[src/rtl/sce_pkg.sv]
package sce_pkg;
  typedef enum logic [2:0] {
    ST_IDLE = 3'd0,
    ST_ROOT = 3'd1,
    ST_KEY  = 3'd2,
    ST_HDR  = 3'd3,
    ST_DONE = 3'd4
  } sce_state_e;
endpackage

[src/rtl/sce_key_check.sv]
// Per-key liveness: signature verified and not revoked by a fuse.
module sce_key_check #(
  parameter int NUM_CHAINS = 4,
  parameter int MAX_KEYS   = 3,
  parameter int NUM_FUSES  = 32,
  parameter int CID_W      = 5
) (
  input  logic [NUM_CHAINS-1:0][MAX_KEYS-1:0]          key_sig_ok,
  input  logic [NUM_CHAINS-1:0][MAX_KEYS-1:0][CID_W:0] key_cid,
  input  logic [NUM_FUSES-1:0]                         cancel_fuse,
  output logic [NUM_CHAINS-1:0][MAX_KEYS-1:0]          key_alive
);
  for (genvar c = 0; c < NUM_CHAINS; c++) begin : g_chain
    for (genvar k = 0; k < MAX_KEYS; k++) begin : g_key
      logic [CID_W-1:0] id;
      logic             fixed;
      logic             revoked;
      assign id      = key_cid[c][k][CID_W-1:0];
      assign fixed   = key_cid[c][k][CID_W];
      assign revoked = ~fixed & cancel_fuse[id];
      assign key_alive[c][k] = key_sig_ok[c][k] & ~revoked;
    end
  end
endmodule

[src/rtl/sce_fsm.sv]
// Walks chains and entries, one entry per cycle.
module sce_fsm
  import sce_pkg::*;
#(
  parameter int NUM_CHAINS = 4,
  parameter int KC_W       = 2,
  parameter int CI_W       = 2,
  parameter int KI_W       = 2
) (
  input  logic             clk,
  input  logic             rst_n,
  input  logic             start,
  input  logic             root_ok,
  input  logic             key_ok,
  input  logic [KC_W-1:0]  kcnt,
  input  logic             hdr_ok,
  output sce_state_e       state,
  output logic [CI_W-1:0]  chain_idx,
  output logic [KI_W-1:0]  key_idx,
  output logic             accept,
  output logic             win
);
  sce_state_e      state_nx;
  logic [CI_W-1:0] chain_nx;
  logic [KI_W-1:0] key_nx;
  logic            last_chain;
  logic            last_key;

  assign last_chain = (chain_idx == CI_W'(NUM_CHAINS - 1));
  assign last_key   = ((KC_W'(key_idx) + KC_W'(1)) == kcnt);
  assign accept     = (state == ST_IDLE) & start;
  assign win        = (state == ST_HDR) & hdr_ok;

  always_comb begin
    state_nx = state;
    chain_nx = chain_idx;
    key_nx   = key_idx;
    unique case (state)
      ST_IDLE: if (start) begin
        state_nx = ST_ROOT;
        chain_nx = '0;
      end
      ST_ROOT: begin
        key_nx = '0;
        if (!root_ok) begin
          if (last_chain) state_nx = ST_DONE;
          else chain_nx = chain_idx + CI_W'(1);
        end else if (kcnt == '0) begin
          state_nx = ST_HDR;
        end else begin
          state_nx = ST_KEY;
        end
      end
      ST_KEY: begin
        if (!key_ok) begin
          if (last_chain) state_nx = ST_DONE;
          else begin
            state_nx = ST_ROOT;
            chain_nx = chain_idx + CI_W'(1);
          end
        end else if (last_key) begin
          state_nx = ST_HDR;
        end else begin
          key_nx = key_idx + KI_W'(1);
        end
      end
      ST_HDR: begin
        if (hdr_ok || last_chain) state_nx = ST_DONE;
        else begin
          state_nx = ST_ROOT;
          chain_nx = chain_idx + CI_W'(1);
        end
      end
      ST_DONE: state_nx = ST_IDLE;
      default: state_nx = ST_IDLE;
    endcase
  end

  always_ff @(posedge clk or negedge rst_n) begin
    if (!rst_n) begin
      state     <= ST_IDLE;
      chain_idx <= '0;
      key_idx   <= '0;
    end else begin
      state     <= state_nx;
      chain_idx <= chain_nx;
      key_idx   <= key_nx;
    end
  end
endmodule

[src/rtl/sig_chain_eval.sv]
// Signature chain permission evaluator (top).
module sig_chain_eval
  import sce_pkg::*;
#(
  parameter int NUM_CHAINS = 4,
  parameter int MAX_KEYS   = 3,
  parameter int PERM_W     = 4,
  parameter int NUM_FUSES  = 32,
  localparam int CID_W = $clog2(NUM_FUSES),
  localparam int SEL_W = (PERM_W > 1) ? $clog2(PERM_W) : 1,
  localparam int KC_W  = $clog2(MAX_KEYS + 1),
  localparam int KI_W  = (MAX_KEYS > 1) ? $clog2(MAX_KEYS) : 1,
  localparam int CI_W  = (NUM_CHAINS > 1) ? $clog2(NUM_CHAINS) : 1
) (
  input  logic                                             clk,
  input  logic                                             rst_n,
  input  logic                                             start,
  input  logic [SEL_W-1:0]                                 sect_sel,
  input  logic [NUM_CHAINS-1:0]                            chain_present,
  input  logic [NUM_CHAINS-1:0]                            root_match,
  input  logic [NUM_CHAINS-1:0][KC_W-1:0]                  key_count,
  input  logic [NUM_CHAINS-1:0][MAX_KEYS-1:0]              key_sig_ok,
  input  logic [NUM_CHAINS-1:0]                            hdr_sig_ok,
  input  logic [NUM_CHAINS-1:0][MAX_KEYS-1:0][PERM_W-1:0]  key_perm,
  input  logic [NUM_CHAINS-1:0][MAX_KEYS-1:0][CID_W:0]     key_cid,
  input  logic [NUM_FUSES-1:0]                             cancel_fuse,
  output logic                                             busy,
  output logic                                             done,
  output logic                                             pass,
  output logic [CI_W-1:0]                                  win_idx
);
  sce_state_e                          state;
  logic [CI_W-1:0]                     chain_idx;
  logic [KI_W-1:0]                     key_idx;
  logic                                accept;
  logic                                win;
  logic [NUM_CHAINS-1:0][MAX_KEYS-1:0] key_alive;
  logic                                root_ok;
  logic                                key_ok;
  logic                                hdr_ok;
  logic [KC_W-1:0]                     kcnt;
  logic [PERM_W-1:0]                   perm_cur;
  logic [PERM_W-1:0]                   acc_q;
  logic [PERM_W-1:0]                   acc_d;
  logic                                acc_en;
  logic [SEL_W-1:0]                    sect_q;
  logic                                pass_q;
  logic [CI_W-1:0]                     win_q;
  logic                                res_en;

  sce_key_check #(
    .NUM_CHAINS(NUM_CHAINS), .MAX_KEYS(MAX_KEYS),
    .NUM_FUSES(NUM_FUSES), .CID_W(CID_W)
  ) u_keys (
    .key_sig_ok (key_sig_ok),
    .key_cid    (key_cid),
    .cancel_fuse(cancel_fuse),
    .key_alive  (key_alive)
  );

  assign root_ok  = chain_present[chain_idx] & root_match[chain_idx];
  assign kcnt     = key_count[chain_idx];
  assign key_ok   = key_alive[chain_idx][key_idx];
  assign perm_cur = key_perm[chain_idx][key_idx];
  assign hdr_ok   = hdr_sig_ok[chain_idx] & acc_q[sect_q];

  sce_fsm #(
    .NUM_CHAINS(NUM_CHAINS), .KC_W(KC_W), .CI_W(CI_W), .KI_W(KI_W)
  ) u_fsm (
    .clk      (clk),
    .rst_n    (rst_n),
    .start    (start),
    .root_ok  (root_ok),
    .key_ok   (key_ok),
    .kcnt     (kcnt),
    .hdr_ok   (hdr_ok),
    .state    (state),
    .chain_idx(chain_idx),
    .key_idx  (key_idx),
    .accept   (accept),
    .win      (win)
  );

  // Permission accumulator: set at root, narrowed by each live key.
  assign acc_en = (state == ST_ROOT) | ((state == ST_KEY) & key_ok);
  assign acc_d  = (state == ST_ROOT) ? {PERM_W{1'b1}} : (acc_q & perm_cur);
  assign res_en = accept | win;

  always_ff @(posedge clk or negedge rst_n) begin
    if (!rst_n) begin
      acc_q  <= '0;
      sect_q <= '0;
      pass_q <= 1'b0;
      win_q  <= '0;
    end else begin
      if (acc_en) acc_q  <= acc_d;
      if (accept) sect_q <= sect_sel;
      if (res_en) begin
        pass_q <= win;
        win_q  <= win ? chain_idx : '0;
      end
    end
  end

  assign busy    = (state == ST_ROOT) | (state == ST_KEY) | (state == ST_HDR);
  assign done    = (state == ST_DONE);
  assign pass    = pass_q;
  assign win_idx = win_q;
endmodule

[config.mk]
export PLATFORM = sky130hd
export DESIGN_NAME = sig_chain_eval
export DESIGN_NICKNAME = d
export VERILOG_FILES = /design/src/rtl/sce_pkg.sv /design/src/rtl/sce_key_check.sv /design/src/rtl/sce_fsm.sv /design/src/rtl/sig_chain_eval.sv
export SDC_FILE = /design/constraint.sdc
export NUM_CORES = 1
export LEC_CHECK = 0
export BUFFER_PORTS_ARGS = -buffer_cell sky130_fd_sc_hd__clkbuf_2
export CAP_MARGIN = 10
export CORE_MARGIN = 10
export CORE_UTILIZATION = 55
export DETAILED_ROUTE_END_ITERATION = 10
export GPL_TIMING_DRIVEN = 0
export PLACE_DENSITY = 0.89
export SYNTH_ARGS = -nofsm -noshare
export SYNTH_HDL_FRONTEND = slang
export SYNTH_SLANG_ARGS = --single-unit
[constraint.sdc]
create_clock -name clk -period 6.9 [get_ports clk]
set_clock_uncertainty 0.15 [all_clocks]
set_input_delay 0.69 -clock clk [delete_from_list [all_inputs] [get_ports clk]]
set_output_delay 0.69 -clock clk [all_outputs]
set_load 0.02 [all_outputs]
==> results.md, run 1 <==
* RSZ-0062 raised after global routing: false
* Layout cell share with drive strength beyond 1 at 49.6%
* Setup Crit Path Kind: in2reg
* Clock buffer depth at 2
* Initial antenna violation count at 0
* Wl on met1 at about 6300 um
* IO buf count at ~160
* TNS Setup at 0 ns
* Core area at 8810 um2
* Status: finished clean
* Most frequent cells in the layout: clkbuf_2, mux4_2, clkbuf_1
* Die H at approximately 120 um
* Initial Utilization at 56.9%
* Clock latency on the worst-skew pair at 0.27 ns
* Worst Setup End Kind: flip-flop
* Num Clock Sinks at 16
* FFs w/ async S/R, synth at 100%
* CTS clk-pin slew, worst paths at about 0.07 ns
* Post-synthesis cell count at 445
* PD cells at about 170 nW/um2
* Yosys reg bits at 16
* Htree depth at 1
* GRT Util Overall at 28.1%
* Area grow syn2layout at 19.8%
* Fmax at between 200 and 300 MHz
* Leak pwr at 2.44 nW
* Ports at 194
* Hold Path Class: in2async
* Synth top area cells: mux4_2, mux2i_1, dfrtp_1, clkbuf_1, mux4_1
* Final #Nets at 803
* CP required at 6.90 ns
* Mean post-synth cell area at 11.3 um2
* Drt drc at 0
* Post-placement cell area at 5960 um2
* Vias in the first global route at 5,586
* Max FO, Critical Path at 10
* Final setup fails at 0
* Overall power at 1.04 mW
* Vias per std cell at 7.24
* Max incr delay on CP at ~0.57 ns
* # diodes at 0
* Syn. warnings at 0
* Routed length on met3 at about 2900 um
* Max-Cap Viols at 0
* GPL Wtd Cong at 0.941
* Iteration count of the initial detailed-routing pass at 5
* Die area at 13,300 um2
* Number of gates resized after cts at 0
* WL/cell at 26.8 um
* Post-synth EDFFs at 0
* Worst EP arrival at 3.80 ns
* First-pass GRT wire length at 29,200 um
* Pin count of the biggest net entering global routing at 17
* Crit-path slowest cell: mux4_2
* Worst-Margin Slew at 0.741 ns
* Post-layout instance area at 6000 um2
* Setup repair bufs after CTS at 0
* Rows at 34
* Final Hold Fails at 0
* Relative slew slack at 49.3%
* Chip Width at 115 um
* Mapped cell area at 5010 um2
* Net Count, Synth at 635
* Metal2 WL at 9310 um
* Slew Limit Fails at 0
* Hpwl dp at 15,000 um
* Cts bufs inserted at 3
* Synth cell types at 65
* Root Buffer: clkbuf_8
* Grt ovf at 0
* Area leader, netlist: mux4_2
* Post-route ant nets at 0
* Post-synth top area share at 46.3%
* Type of origin of the critical path: primary input
* CTS tree: built
* Hold buffers post-CTS at 0
* Filler Cell Count at 686
* Tmin final at 3.80 ns
* DRT Wirelength at 19,300 um
* Ys flop type: dfrtp_1
* Uppermost layer routed: met4
* Drt first-iter violations at roughly 630
* Commonest non-fill, non-tap cell in the layout: clkbuf_2
* Vias post-DR at about 5.2k
* Crit share post-route at a little under three fifths
* Peak supply drop at about 0.000089 V
* Crit path cell chain: clkbuf_2 > clkbuf_1 > mux4_2 > a22o_1 > a2111oi_0 > o311a_1 > nor3_1 > a41oi_1 > nand3_2 > nand4_2 > mux2_1
* Register area share after synthesis at 8.00%
[final cells by class]
class / count / area, um2 / area share, %
flip-flops and latches: 16 / 400 / 6.67
multi-input cells: 346 / 4200 / 70.0
clock buffers: 3 / 41.3 / 0.688
inverters: 9 / 33.8 / 0.563
plain buffers: 74 / 374 / 6.24
well taps: 108 / 135 / 2.25
repair buffers: 163 / 816 / 13.6
[sequential cells by signal (all words and copies together) (netlist names)]
register	flops
pass	1
sect_q	2
u_fsm.chain_idx	2
u_fsm.key_idx	2
u_fsm.state	3
acc_q	4
win_idx	2
[through the flow]
stage               setup WS (ns)  util (%)  std cells  hold slack, ns
global placement             3.00      67.7        716           0.310
finish                       3.10      68.1        719           0.194
detailed placement           2.87      67.7        716           0.322
floorplan                    3.43         -        445           0.244
global route                 2.99      68.1        719           0.218
CTS                          3.14      68.1        719           0.201
[routing by layer]
layer / global-route usage [%] / vias to the layer above
met5: 0 / -
met4: 12.2 / 0
met3: 9.20 / 79
met2: 48.7 / 506
met1: 31.1 / 2444
li1: - / 2179
[cells by family (layout without fill, tap and decap cells)]
group | after synthesis | count (layout) | synth area share (%)
adders and majority gates | 1 | 1 | 0.250
buffers and inverters | 83 | 249 | 8.15
muxes | 168 | 168 | 61.5
AOI/OAI and AO/OA | 57 | 57 | 8.57
and+or+nand+nor | 118 | 118 | 13.2
DFF | 16 | 16 | 8.00
xor gates and xnor gates | 2 | 2 | 0.350
[cell usage after synthesis (all sizes together), types with 2 or more instances]
| cell | n |
|---|---|
| a22o | 3 |
| nand3b | 14 |
| inv | 9 |
| a211oi | 4 |
| and2 | 2 |
| nor2 | 20 |
| o21ai | 17 |
| mux2i | 53 |
| a21oi | 4 |
| a311oi | 3 |
| nor2b | 9 |
| nor3 | 4 |
| buf | 10 |
| mux4 | 109 |
| nand2 | 26 |
| a22oi | 2 |
| a31oi | 7 |
| o211ai | 3 |
| a2111oi | 4 |
| nand3 | 19 |
| mux2 | 6 |
| a32oi | 2 |
| clkbuf | 63 |
| nand4b | 2 |
| or3 | 2 |
| nor4b | 3 |
| dfrtp | 16 |
| nand4 | 6 |
| nor3b | 2 |
| nor4 | 4 |
[final timing paths]
path / start / to / slack [ns] / cells past startpoint
max: cancel_fuse[3] / u_fsm.chain_idx[0] / 3.10 / 11
min: rst_n / u_fsm.state[0] / 0.19 / 1
max reg2reg: u_fsm.key_idx[0] / u_fsm.chain_idx[0] / 3.75 / 9
min reg2reg: pass / pass / 0.33 / 2
max in group asynchronous: rst_n / acc_q[2] / 6.10 / 1
min in group clk: pass / pass / 0.33 / 2
[power by group]
part           switching, mW  total, mW  internal (mW)
Sequential            0.0245      0.152          0.128
Clock                 0.0350     0.0740         0.0390
Combinational          0.415      0.815          0.400
Total                  0.475       1.04          0.567
[critical path: cells and delay by family]
kind                   cells  cell delay [ns]
AO/OA/AOI/OAI              4             1.32
multiplexers               2             0.90
AND/OR/NAND/NOR            3             0.49
buffers and inverters      2             0.41
Power figures use the tool's default switching activity.
==> inputs of run 2 (changes only) <==
Settings changed: CORE_UTILIZATION 55 to 51, PLACE_DENSITY 0.89 to 0.83.
Clock period 6.9 ns to 3.9 ns, I/O delays scaled along.
==> run 2 against run 1 <==
Against the previous run: combinational power rose by 80%; critical path depth is the same; count of clock-buffer cells in the layout increased by 1; die area rose by 6.5%; worst setup slack got worse by 2.9 ns; power up 82%; clock power is 100% higher; first-iteration DRC count increased by 16%; critical path type unchanged.
==> results.md, run 2 (synthesis gave the netlist of run 1 again) <==
* Post-route ant nets at 0
* Relative slew slack at 34.5%
* Slew Limit Fails at 0
* R2R Setup Slk at 0.75 ns
* Final #Nets at between 800 and 900
* Vias in the first global route at roughly 5.6k
* TNS Setup at 0 ns
* WL/cell at 27.1 um
* Max FO, Critical Path at 10
* CTS clk-pin slew, worst paths at 0.07 ns
* Worst hold path startpoint: sect_sel[1]
* Worst reg2reg endpoint: u_fsm.chain_idx[0]
* Pint at 1.03 mW
* NetSw at 0.868 mW
* Ports at 194
* GPL Wtd Cong at between 0.9 and 1
* Biggest regs: acc_q: 4 flops, u_fsm.state: 3 flops
* Peak supply drop at 0.000246 V
* First-pass GRT wire length at 30,900 um
* Worst Setup SP: cancel_fuse[4]
* Sw Share at 45.8%
* Status: finished clean
* Clock buffer depth at 2
* Worst Setup End Kind: flip-flop
* GRT Util Overall at 27.2%
* Htree depth at 1
* Combinational share of power at 77.6%
* Num Clock Sinks at 16
* Top reg by flops: acc_q
* Number of gates resized after cts at 0
* Grt ovf at 0
* Worst EP arrival at 3.73 ns
* Max reg flops at 4
* Setup Crit Path Kind: in2reg
* Layout cell share with drive strength beyond 1 at 49.6%
* Iteration count of the initial detailed-routing pass at 5
* RSZ-0062 raised after global routing: false
* Drt drc at 0
* Die H at 119 um
* Root Buffer: clkbuf_8
* # diodes at 0
* Worst-Margin Slew at between 0.9 and 1 ns
* Drt first-iter violations at 727
* Hold Path Class: in2reg
* Final setup fails at 0
* DRT Wirelength at 20,200 um
* Setup repair bufs after CTS at 0
* Rows at 36
* Vias post-DR at 5,306
* Pin count of the biggest net entering global routing at 17
* PD cells at 313 nW/um2
* Crit share post-route at a little over nine tenths
* Max-Cap Viols at 0
* Vias per std cell at 7.11
* Overall power at between 1.5 and 2 mW
* Leak pwr at 2.45 nW
* Type of origin of the critical path: primary input
* Reg2reg start: u_fsm.chain_idx[0]
* Die area at 14,200 um2
* Tmin final at 3.74 ns
* Most frequent cells in the layout: clkbuf_2, mux4_2, clkbuf_1
* Initial antenna violation count at 1
* Clock latency on the worst-skew pair at 0.25 ns
* Flop pwr share at between 10 and 15%
* Core area at 9680 um2
* Chip Width at 119 um
* Fmax at about 270 MHz
* IO buf count at roughly 160
* Final Hold Fails at 0
* CP required at 3.89 ns
* Hpwl dp at between 15,000 and 20,000 um
* CTS tree: built
* Crit path to: u_fsm.chain_idx[0]
* Filler Cell Count at 780
* Commonest non-fill, non-tap cell in the layout: clkbuf_2
* Area grow syn2layout at 20.9%
* Clock power frac at 7.9%
* R2R cell count at 8
* Initial Utilization at 51.7%
* Cts bufs inserted at 3
==> run 2: worst min path at each step <==
stage                          end  slack, ns  depth (start not counted)
finish                   sect_q[1]       0.22                          2
floorplan                 acc_q[0]      -0.06                          0
CTS                      sect_q[1]       0.23                          2
global placement         sect_q[0]       0.18                          1
global route             sect_q[0]       0.24                          2
detailed placement  u_fsm.state[1]       0.19                          1
==> run 2: layout make-up <==
class	count	area [um2]	area share [%]
sequential	16	400	6.61
clock buffer	4	55.1	0.909
timing repair buffer	164	826	13.6
inverter	9	33.8	0.558
buffer	74	374	6.18
multi-input combinational	346	4200	69.4
tap	133	166	2.75
==> run 2: stage by stage <==
stage / setup WS, ns / area (um2) / hold slack, ns / util (%) / cells
4_1_cts: 0.302 / 6050 / 0.226 / 62.5 / 746
2_1_floorplan: 0.732 / 5010 / -0.0556 / - / 445
6_report: 0.158 / 6050 / 0.221 / 62.5 / 746
5_1_grt: 0.0974 / 6050 / 0.236 / 62.5 / 746
3_5_place_dp: 0.0469 / 5990 / 0.188 / 61.8 / 741
3_3_place_gp: 0.121 / 5990 / 0.181 / 61.8 / 741
==> run 2: repair_timing <==
action | CTS | global route
hold buffers | 1 | 0
hold endpoints to repair | 16 | 0
endpoints found under the setup margin | 0 | 0
==> run 2: layer usage <==
metal	global-route usage, %	routed length, um	vias up
li1	-	-	2173
met1	31.4	6910	2537
met2	45.8	9530	504
met3	9.73	2880	90
met4	9.31	898	2
met5	0	11	-
==> run 2: critical path, stage by stage <==
cell and delay, ns:
clkbuf_2 0.10, clkbuf_1 0.32, mux4_2 0.55, mux2i_1 0.16
nor4_1 0.08, a2111oi_0 0.82, nor4_1 0.20, a2111oi_4 0.32
nand3_2 0.25, nand4_2 0.17, mux2_1 0.34
==> run 2: power by group through the flow <==
stage	Clock (mW)	Sequential (mW)	Combinational [mW]
2_1_floorplan	0	0.270	1.05
3_3_place_gp	0	0.270	1.40
3_5_place_dp	0	0.274	1.44
4_1_cts	0.148	0.273	1.45
5_1_grt	0.156	0.282	1.57
6_report	0.150	0.276	1.47
